<file path="config.mk">
export PLATFORM = sky130hd
export DESIGN_NAME = idle_inserter
export DESIGN_NICKNAME = d
export VERILOG_FILES = /design/src/rtl/ir_pkg.sv /design/src/rtl/ir_word_class.sv /design/src/rtl/ir_core.sv /design/src/rtl/idle_inserter.sv
export SDC_FILE = /design/constraint.sdc
export NUM_CORES = 1
export LEC_CHECK = 0
export ABC_AREA = 1
export BUFFER_PORTS_ARGS = -buffer_cell sky130_fd_sc_hd__buf_2
export CAP_MARGIN = 10
export CELL_PAD_IN_SITES_DETAIL_PLACEMENT = 1
export CELL_PAD_IN_SITES_GLOBAL_PLACEMENT = 2
export CORE_MARGIN = 2
export CORE_UTILIZATION = 29
export DETAILED_ROUTE_END_ITERATION = 8
export MAX_ROUTING_LAYER = met4
export PLACE_DENSITY_LB_ADDON = 0.15
export SLEW_MARGIN = 20
export SYNTH_ARGS = -nofsm -noshare
export SYNTH_HDL_FRONTEND = slang
export SYNTH_HIERARCHICAL = 1
export SYNTH_SLANG_ARGS = --single-unit
</file>
<file path="constraint.sdc">
create_clock -name clk -period 2.9 [get_ports clk]
set_clock_uncertainty 0.2 [all_clocks]
set_input_delay 0 -clock clk [delete_from_list [all_inputs] [get_ports clk]]
set_output_delay 0 -clock clk [all_outputs]
set_load 0.005 [all_outputs]
</file>
<file path="src/rtl/ir_pkg.sv">
package ir_pkg;
   typedef enum logic [1:0] {
      WK_DATA  = 2'd0,
      WK_IDLE  = 2'd1,
      WK_OS    = 2'd2,
      WK_START = 2'd3
   } word_kind_t;

   typedef enum logic [1:0] {
      ST_PASS  = 2'd0,
      ST_FULL  = 2'd1,
      ST_SPLIT = 2'd2
   } ins_state_t;
endpackage

</file>
<file path="src/rtl/ir_word_class.sv">
module ir_word_class
   import ir_pkg::*;
#(
   parameter int          LANE_W     = 8,
   parameter int          HALF_LANES = 4,
   parameter logic [7:0]  IDLE_CH    = 8'h07,
   parameter logic [7:0]  OS_CH      = 8'h9C,
   parameter logic [7:0]  START_CH   = 8'hFB
) (
   input  logic [HALF_LANES*LANE_W-1:0] data,
   input  logic [HALF_LANES-1:0]        ctrl,
   output word_kind_t                   kind
);
   localparam int HALF_W = HALF_LANES * LANE_W;
   localparam logic [HALF_LANES-1:0] MARK_CTRL = HALF_LANES'(1);

   logic [HALF_LANES-1:0] lane_idle;

   for (genvar k = 0; k < HALF_LANES; k++) begin : g_lane
      assign lane_idle[k] = ctrl[k] && (data[k*LANE_W +: LANE_W] == LANE_W'(IDLE_CH));
   end

   logic marker;
   assign marker = (ctrl == MARK_CTRL);

   always_comb begin
      if (&lane_idle)                                             kind = WK_IDLE;
      else if (marker && data[LANE_W-1:0] == LANE_W'(OS_CH))      kind = WK_OS;
      else if (marker && data[LANE_W-1:0] == LANE_W'(START_CH))   kind = WK_START;
      else                                                        kind = WK_DATA;
   end

   logic unused_hi;
   assign unused_hi = ^data[HALF_W-1:LANE_W];
endmodule

</file>
<file path="src/rtl/ir_core.sv">
module ir_core
   import ir_pkg::*;
#(
   parameter int         LANE_W     = 8,
   parameter int         HALF_LANES = 4,
   parameter logic [7:0] IDLE_CH    = 8'h07
) (
   input  logic                          clk,
   input  logic                          rst_n,
   input  logic                          in_valid,
   output logic                          in_ready,
   input  logic [2*HALF_LANES*LANE_W-1:0] in_data,
   input  logic [2*HALF_LANES-1:0]        in_ctrl,
   input  logic                          almost_empty,
   input  word_kind_t                    lo_kind,
   input  word_kind_t                    up_kind,
   output logic                          out_valid,
   output logic [2*HALF_LANES*LANE_W-1:0] out_data,
   output logic [2*HALF_LANES-1:0]        out_ctrl,
   output logic                          out_insert
);
   localparam int HALF_W = HALF_LANES * LANE_W;
   localparam logic [HALF_W-1:0]     IDLE_WORD = {HALF_LANES{LANE_W'(IDLE_CH)}};
   localparam logic [HALF_LANES-1:0] IDLE_CTRL = {HALF_LANES{1'b1}};

   ins_state_t            state;
   logic [HALF_W-1:0]     held_data;
   logic [HALF_LANES-1:0] held_ctrl;

   logic accept, up_boundary, lo_boundary, go_full, go_split;
   assign in_ready    = (state == ST_PASS);
   assign accept      = in_valid && in_ready;
   assign up_boundary = (up_kind == WK_IDLE) || (up_kind == WK_OS);
   assign lo_boundary = (lo_kind == WK_IDLE) || (lo_kind == WK_OS);
   assign go_full     = accept && almost_empty && up_boundary;
   assign go_split    = accept && almost_empty && (up_kind == WK_START) && lo_boundary;

   always_ff @(posedge clk) begin
      if (!rst_n) begin
         state      <= ST_PASS;
         out_valid  <= 1'b0;
         out_insert <= 1'b0;
         out_data   <= '0;
         out_ctrl   <= '0;
         held_data  <= '0;
         held_ctrl  <= '0;
      end else begin
         case (state)
            ST_FULL: begin
               out_valid  <= 1'b1;
               out_insert <= 1'b1;
               out_data   <= {IDLE_WORD, IDLE_WORD};
               out_ctrl   <= {IDLE_CTRL, IDLE_CTRL};
               state      <= ST_PASS;
            end
            ST_SPLIT: begin
               out_valid  <= 1'b1;
               out_insert <= 1'b1;
               out_data   <= {held_data, IDLE_WORD};
               out_ctrl   <= {held_ctrl, IDLE_CTRL};
               state      <= ST_PASS;
            end
            default: begin
               out_valid <= accept;
               if (go_split) begin
                  out_insert <= 1'b1;
                  out_data   <= {IDLE_WORD, in_data[HALF_W-1:0]};
                  out_ctrl   <= {IDLE_CTRL, in_ctrl[HALF_LANES-1:0]};
                  held_data  <= in_data[2*HALF_W-1:HALF_W];
                  held_ctrl  <= in_ctrl[2*HALF_LANES-1:HALF_LANES];
                  state      <= ST_SPLIT;
               end else begin
                  out_insert <= 1'b0;
                  if (accept) begin
                     out_data <= in_data;
                     out_ctrl <= in_ctrl;
                  end
                  state <= go_full ? ST_FULL : ST_PASS;
               end
            end
         endcase
      end
   end

   assert_pass_through_R2: assert property (@(posedge clk) disable iff (!rst_n)
      (in_valid && in_ready && !almost_empty) |=>
         (out_valid && !out_insert && out_data == $past(in_data) && out_ctrl == $past(in_ctrl)));

   assert_full_sequence_R3: assert property (@(posedge clk) disable iff (!rst_n)
      (in_valid && in_ready && almost_empty && up_boundary) |=>
         (!out_insert && out_data == $past(in_data)) ##1 (out_insert && (&out_ctrl)));

   assert_split_first_R4: assert property (@(posedge clk) disable iff (!rst_n)
      (in_valid && in_ready && almost_empty && up_kind == WK_START && lo_boundary) |=>
         (out_insert && out_data[HALF_W-1:0] == $past(in_data[HALF_W-1:0])));

   assert_single_stall_R5: assert property (@(posedge clk) disable iff (!rst_n)
      !in_ready |=> in_ready);

   assert_stall_after_insert_R5: assert property (@(posedge clk) disable iff (!rst_n)
      (in_valid && in_ready && almost_empty && up_boundary) |=> !in_ready);

   assert_flag_needs_valid_R7: assert property (@(posedge clk) disable iff (!rst_n)
      out_insert |-> out_valid);

   assert_gap_empty_R8: assert property (@(posedge clk) disable iff (!rst_n)
      (in_ready && !in_valid) |=> (!out_valid && !out_insert));
endmodule

</file>
<file path="src/rtl/idle_inserter.sv">
module idle_inserter
   import ir_pkg::*;
#(
   parameter int         LANE_W   = 8,
   parameter int         LANES    = 8,
   parameter logic [7:0] IDLE_CH  = 8'h07,
   parameter logic [7:0] OS_CH    = 8'h9C,
   parameter logic [7:0] START_CH = 8'hFB
) (
   input  logic                    clk,
   input  logic                    rst_n,
   input  logic                    in_valid,
   output logic                    in_ready,
   input  logic [LANES*LANE_W-1:0] in_data,
   input  logic [LANES-1:0]        in_ctrl,
   input  logic                    almost_empty,
   output logic                    out_valid,
   output logic [LANES*LANE_W-1:0] out_data,
   output logic [LANES-1:0]        out_ctrl,
   output logic                    out_insert
);
   localparam int HALF_LANES = LANES / 2;
   localparam int HALF_W     = HALF_LANES * LANE_W;

   if (LANES < 2 || (LANES % 2) != 0) begin : g_bad_lanes
      $error("idle_inserter: LANES must be even and at least 2");
   end
   if (LANE_W < 8) begin : g_bad_width
      $error("idle_inserter: LANE_W must hold an 8-bit code");
   end

   word_kind_t kind [2];

   for (genvar h = 0; h < 2; h++) begin : g_half
      ir_word_class #(
         .LANE_W(LANE_W), .HALF_LANES(HALF_LANES),
         .IDLE_CH(IDLE_CH), .OS_CH(OS_CH), .START_CH(START_CH)
      ) u_class (
         .data(in_data[h*HALF_W +: HALF_W]),
         .ctrl(in_ctrl[h*HALF_LANES +: HALF_LANES]),
         .kind(kind[h])
      );
   end

   ir_core #(
      .LANE_W(LANE_W), .HALF_LANES(HALF_LANES), .IDLE_CH(IDLE_CH)
   ) u_core (
      .clk(clk), .rst_n(rst_n),
      .in_valid(in_valid), .in_ready(in_ready),
      .in_data(in_data), .in_ctrl(in_ctrl),
      .almost_empty(almost_empty),
      .lo_kind(kind[0]), .up_kind(kind[1]),
      .out_valid(out_valid), .out_data(out_data),
      .out_ctrl(out_ctrl), .out_insert(out_insert)
   );
endmodule

</file>
# After elaboration in Yosys (flattened, before gate mapping)
# Index checks and enable logic that the tools add are counted.
[op_classes] bitwise=2 n_eq_ne=21 reduce_logical=27 muxes=17
[op_table] operator="two-way mux 64 bit" count=2
[op_table] operator="one-hot mux 64 bit (2 select lines)" count=1
[op_table] operator="== test 8 x 3 -> 1 bit, second input constant" count=8
[op_table] operator="== test 8 bit, second input constant" count=4
[op_table] operator="logical AND 1 bit" count=17
[op_table] operator="two-way mux 8 bit" count=2
[op_table] operator="one-hot mux 8 bit (2 select lines)" count=1
[op_table] operator="two-way mux 2 bit" count=7
[op_table] operator="== test 2 bit, second input constant" count=4
[op_table] operator="== test 4 x 1 -> 1 bit, second input constant" count=2
[op_table] operator="AND reduction 4 bit" count=2
[op_table] operator="== test 2 x 1 -> 1 bit, second input constant" count=3
[op_table] operator="two-way mux 1 bit" count=4
[op_table] operator="nonzero test 4 bit" count=1
[op_table] operator="OR reduction 4 bit" count=1
[op_table] operator="OR reduction 3 bit" count=1
[op_table] operator="logical NOT 2 bit" count=1
[op_table] operator="logical OR 1 bit" count=2
[op_table] operator="NOT 1 bit" count=2
[op_table] operator="AND reduction 2 bit" count=1
[op_table] operator="OR reduction 2 bit" count=1
[word_totals] ff_bits=112 output_inout_bits=75

# Longest topological paths before layout
[logic_depth] word_depth=10 ltp_mapped=15

# By module
# The synthesis kept the hierarchy.
[by_module_without_submodules] module="ir_core" cells_per_inst=696 n_inst=1 area_each_um2=4804.6
[by_module_without_submodules] module="ir_word_class" cells_per_inst=59 n_inst=2 area_each_um2=256.5

# Least setup slack after synthesis
# OpenSTA, ideal clock, no wires.
[synth_path] path_kind="register to register" startpoint="register u_core.state[0]" endpoint="register u_core.out_data[48]" path_stages_with_launch=12 setup_slack_ns=1.087 required_time_ns=2.588 t_arrival_ns=1.501 synth_period_minus_slack_ns=1.813 cell_sequence="dfxtp_1 > inv_1 > ha_1 > buf_4 > inv_4 > or2_1 > buf_6 > buf_6 > a21oi_2 > nor2_1 > nand2_1 > nand2_1"
[synth_via] elab_chain_len=7 word_cells_on_any_way=10 classes_between="eq/ne (2); mux (2); reduce/logical (6)"
[synth_rtl] item="from (decl)" line_no="ir_core.sv:26" source="ins_state_t state;"
[synth_rtl] item="from (signal assigned)" line_no="ir_core.sv:78" source="state <= go_full ? ST_FULL : ST_PASS;"
[synth_rtl] item="logical NOT 2 bit" line_no="ir_core.sv:31" source="assign in_ready = (state == ST_PASS);"
[synth_rtl] item="logical AND 1 bit" line_no="ir_core.sv:32" source="assign accept = in_valid && in_ready;"
[synth_rtl] item="logical AND 1 bit (3 in series)" line_no="ir_core.sv:36" source="assign go_split = accept && almost_empty && (up_kind == WK_START) && lo_boundary;"
[synth_rtl] item="two-way mux 64 bit" line_no="ir_core.sv:65" source="if (go_split) begin"
[synth_rtl] item="one-hot mux 64 bit (2 select lines)" line_no="ir_core.sv:48" source="case (state)"
[synth_rtl] item="to (signal assigned)" line_no="ir_core.sv:52" source="out_data <= {IDLE_WORD, IDLE_WORD};"
[synth_rtl] item="to (signal assigned)" line_no="ir_core.sv:67" source="out_data <= {IDLE_WORD, in_data[HALF_W-1:0]};"
[synth_rtl] item="to (signal assigned)" line_no="ir_core.sv:75" source="out_data <= in_data;"
[synth_rtl] item="to (decl)" line_no="ir_core.sv:18" source="output logic [2*HALF_LANES*LANE_W-1:0] out_data,"
# Several ways; a longest one is shown, not always the timed one.
# A chain may end at the register's enable or synchronous reset.

==> run_results.csv <==
group,metric,value,unit
setup_path,worst-path-max-fanout,72,
detailed_routing,num_vias,5707,
hold_path,hp-class,"in2reg",
die,die-area,19400,µm²
timing,whs,0.100,ns
detailed_routing,drt_iter0_markers,256,
layout,syn_to_final_growth,37.6,%
setup_path,critical_path_class,"in2reg",
layout,antenna-diode-count,0,
setup_path,reg2regPathDepth,9,
yosys,synth_nets,894,
cts,cts_max_level,3,
layout,fin_nets,1096,
detailed_routing,routedWlPerCell,14.8,µm
timing,post-route-min-period,2.64,ns
cts,root_buffer,"clkbuf_16",
global_route,track_usage,19.6,%
cts,cts_buffers,9,
setup_path,cp-start-kind,"primary input",
cts,clock_sinks,112,
global_route,grt.overflow.total,0,
die,core_area,18000,µm²
cts,path_clk_slew,0.08,ns
cts,cts_tree,"built",
global_route,gr-usage-met3,2.58,%
die,fp.dieH,139,µm
detailed_routing,first_pass_iters,4,
cts,clk_path_buf_depth,2,
setup_path,timing.rr.end,"u_core/held_data[24]$_SDFFE_PN0P_",
pwr,powerDensity,466,nW/µm²
timing,drv_slew,0,
timing,finalHoldViolCount,0,
cts,clk_latency,0.35,ns
global_route,grt_max_degree,73,
detailed_routing,wl,18.5,mm
timing,tns,0,ns
global_route,met1_usage,25.5,%
layout,fillers,2334,
global_route,grt_pass1_vias,5834,
detailed_routing,drc,0,
die,rows,49,
yosys,syn_inst,814,
yosys,yosysUniqueCellTypes,22,
setup_path,reg2reg_from,"u_core/state[1]$_SDFF_PP0_",
yosys,avgSynthCellArea,6.53,µm²
die,floorplan.initialDensity,29.6,%
hold_path,hold_depth,6,
place,dp_hpwl,12.9,mm
yosys,synth_area,5320,µm²
yosys,ys_ff_latch,112,
timing,timing.fmax,379,MHz
setup_path,arrival,2.74,ns
detailed_routing,drtAntennaViolNets,0,
layout,final_common_cell,"nand2_1",
global_route,grt_busiest_layer,"met2",
setup_path,critPathRequiredTime,3.00,ns
global_route,grt_antenna_before_repair,0,
setup_path,ff2ff_setup_slack,0.37,ns
timing,setup_viol,0,
global_route,grt_pass1_wl,30.1,mm
detailed_routing,viasPerCell,4.57,
layout,layout_common_cells,"nand2_1, nor2_1, buf_2",
pwr,ir_drop,263,µV
timing,worst_slew_pin_slew,0.782,ns
global_route,grtUsageMet2,32.2,%
timing,timing.final.crit_share,91.0,%
place,place.gp.congestion,0.801,
pwr,p_leak,0.00390,µW
layout,drive_above_1_share,19.3,%
setup_path,critPathCaptureType,"register",
timing,rsz0062_at_grt,"false",
yosys,synth_warnings,6,
place,port_buffers,150,
run,max_cap_viol_count,0,
yosys,synth-seq-area-share,42.2,%
die,die_w,139,µm
run_status,status,"finished clean",
die,ioPinCount,151,
timing,maxSlewHeadroom,47.9,%
hold_path,whs_endpoint,"u_core/state[1]$_SDFF_PP0_",
hold_path,min-delay-start,"in_valid",
==> cell type report <==
type	instances	area, µm²	share of cell area, %
repair buffers	238	1610	22.1
clock buffers	11	253	3.45
clock inverters	5	62.6	0.855
inverters	104	393	5.37
flip-flops and latches	112	2240	30.6
multi-input cells	551	2470	33.7
well taps	229	287	3.92
==> per-layer routing <==
metal	routed length, µm	vias to the layer above
li1	-	2887
met3	499	18
met5	0	-
met2	8810	90
met4	265	0
met1	8930	2712
==> critical path: stages <==
cell	delay, ns
dlygate4sd3_1	0.54
buf_2	0.16
or2_1	0.24
nor3_2	0.17
nand2_1	0.07
nand2_1	0.09
ha_1	0.14
inv_1	0.04
nor2_2	0.16
nand3_2	0.11
buf_12	0.22
nand2_1	0.09
nand2_1	0.05
nor2_1	0.10
dlygate4sd3_1	0.54
==> sequential cells by signal, summed over array words and instances (netlist names) <==
| register | cells |
|---|---|
| u_core/held_ctrl | 4 |
| u_core/held_data | 32 |
| u_core/out_ctrl | 8 |
| u_core/out_data | 64 |
| u_core/out_insert | 1 |
| u_core/out_valid | 1 |
| u_core/state | 2 |
==> stage by stage <==
stage	util, %	cells	power (µW)	setup slack [ns]	instance area, µm²
after floorplan	-	814	1840	1.09	5320
after global placement	34.6	1158	2040	0.660	6220
after detailed placement	34.6	1158	2050	0.593	6220
after CTS	40.6	1250	3460	0.0360	7300
after global routing	40.7	1250	3580	0.0130	7320
final	40.7	1250	3410	0.261	7320
==> how the worst max path moves through the flow <==
stage	from	to	slack [ns]	cells after the start
final	in_data[32]	u_core/held_data[24]$_SDFFE_PN0P_	0.26	15
after global routing	in_ctrl[6]	u_core/held_data[24]$_SDFFE_PN0P_	0.01	16
after detailed placement	u_core/state[1]$_SDFF_PP0_	u_core/held_data[9]$_SDFFE_PN0P_	0.59	8
after floorplan	u_core/state[0]$_SDFF_PP0_	u_core/out_data[48]$_SDFFE_PN0P_	1.09	11
after CTS	in_data[11]	u_core/held_data[24]$_SDFFE_PN0P_	0.04	18
after global placement	u_core/state[0]$_SDFF_PP0_	u_core/out_ctrl[7]$_SDFFE_PN0P_	0.66	9
==> cells by family (layout without fill, tap and decap cells) <==
| kind of cell | after synthesis | count (layout) | share of synthesized area [%] |
|---|---|---|---|
| buf+inv | 151 | 358 | 11.6 |
| flops | 112 | 112 | 42.2 |
| simple gates | 444 | 444 | 34.9 |
| fa+ha+maj | 4 | 4 | 0.941 |
| compound gates | 103 | 103 | 10.4 |
==> where the power goes <==
part	total, µW	internal, µW	switching (µW)
registers	1630	1600	31.9
clock network	1320	723	598
logic	453	214	239
total	3410	2540	869
==> Yosys cell counts (all sizes together) <==
master | count | area (µm²)
buf | 20 | 120
clkbuf | 27 | 101
nor2 | 163 | 612
inv | 104 | 393
nor4 | 3 | 55.1
ha | 4 | 50.1
dfxtp | 112 | 2240
nand2 | 210 | 788
a21oi | 38 | 228
nand4 | 3 | 18.8
nand3 | 42 | 215
or2 | 3 | 18.8
o21ai | 65 | 325
nand3b | 16 | 120
nor3 | 4 | 30.0
==> repair_timing <==
item	CTS	global route
buffers inserted	0	0
gates resized for setup	0	6
hold buffers	76	0
hold endpoints to repair	111	0
endpoints found under the setup margin	0	1
No activity file was read; power rests on OpenSTA's default activity.
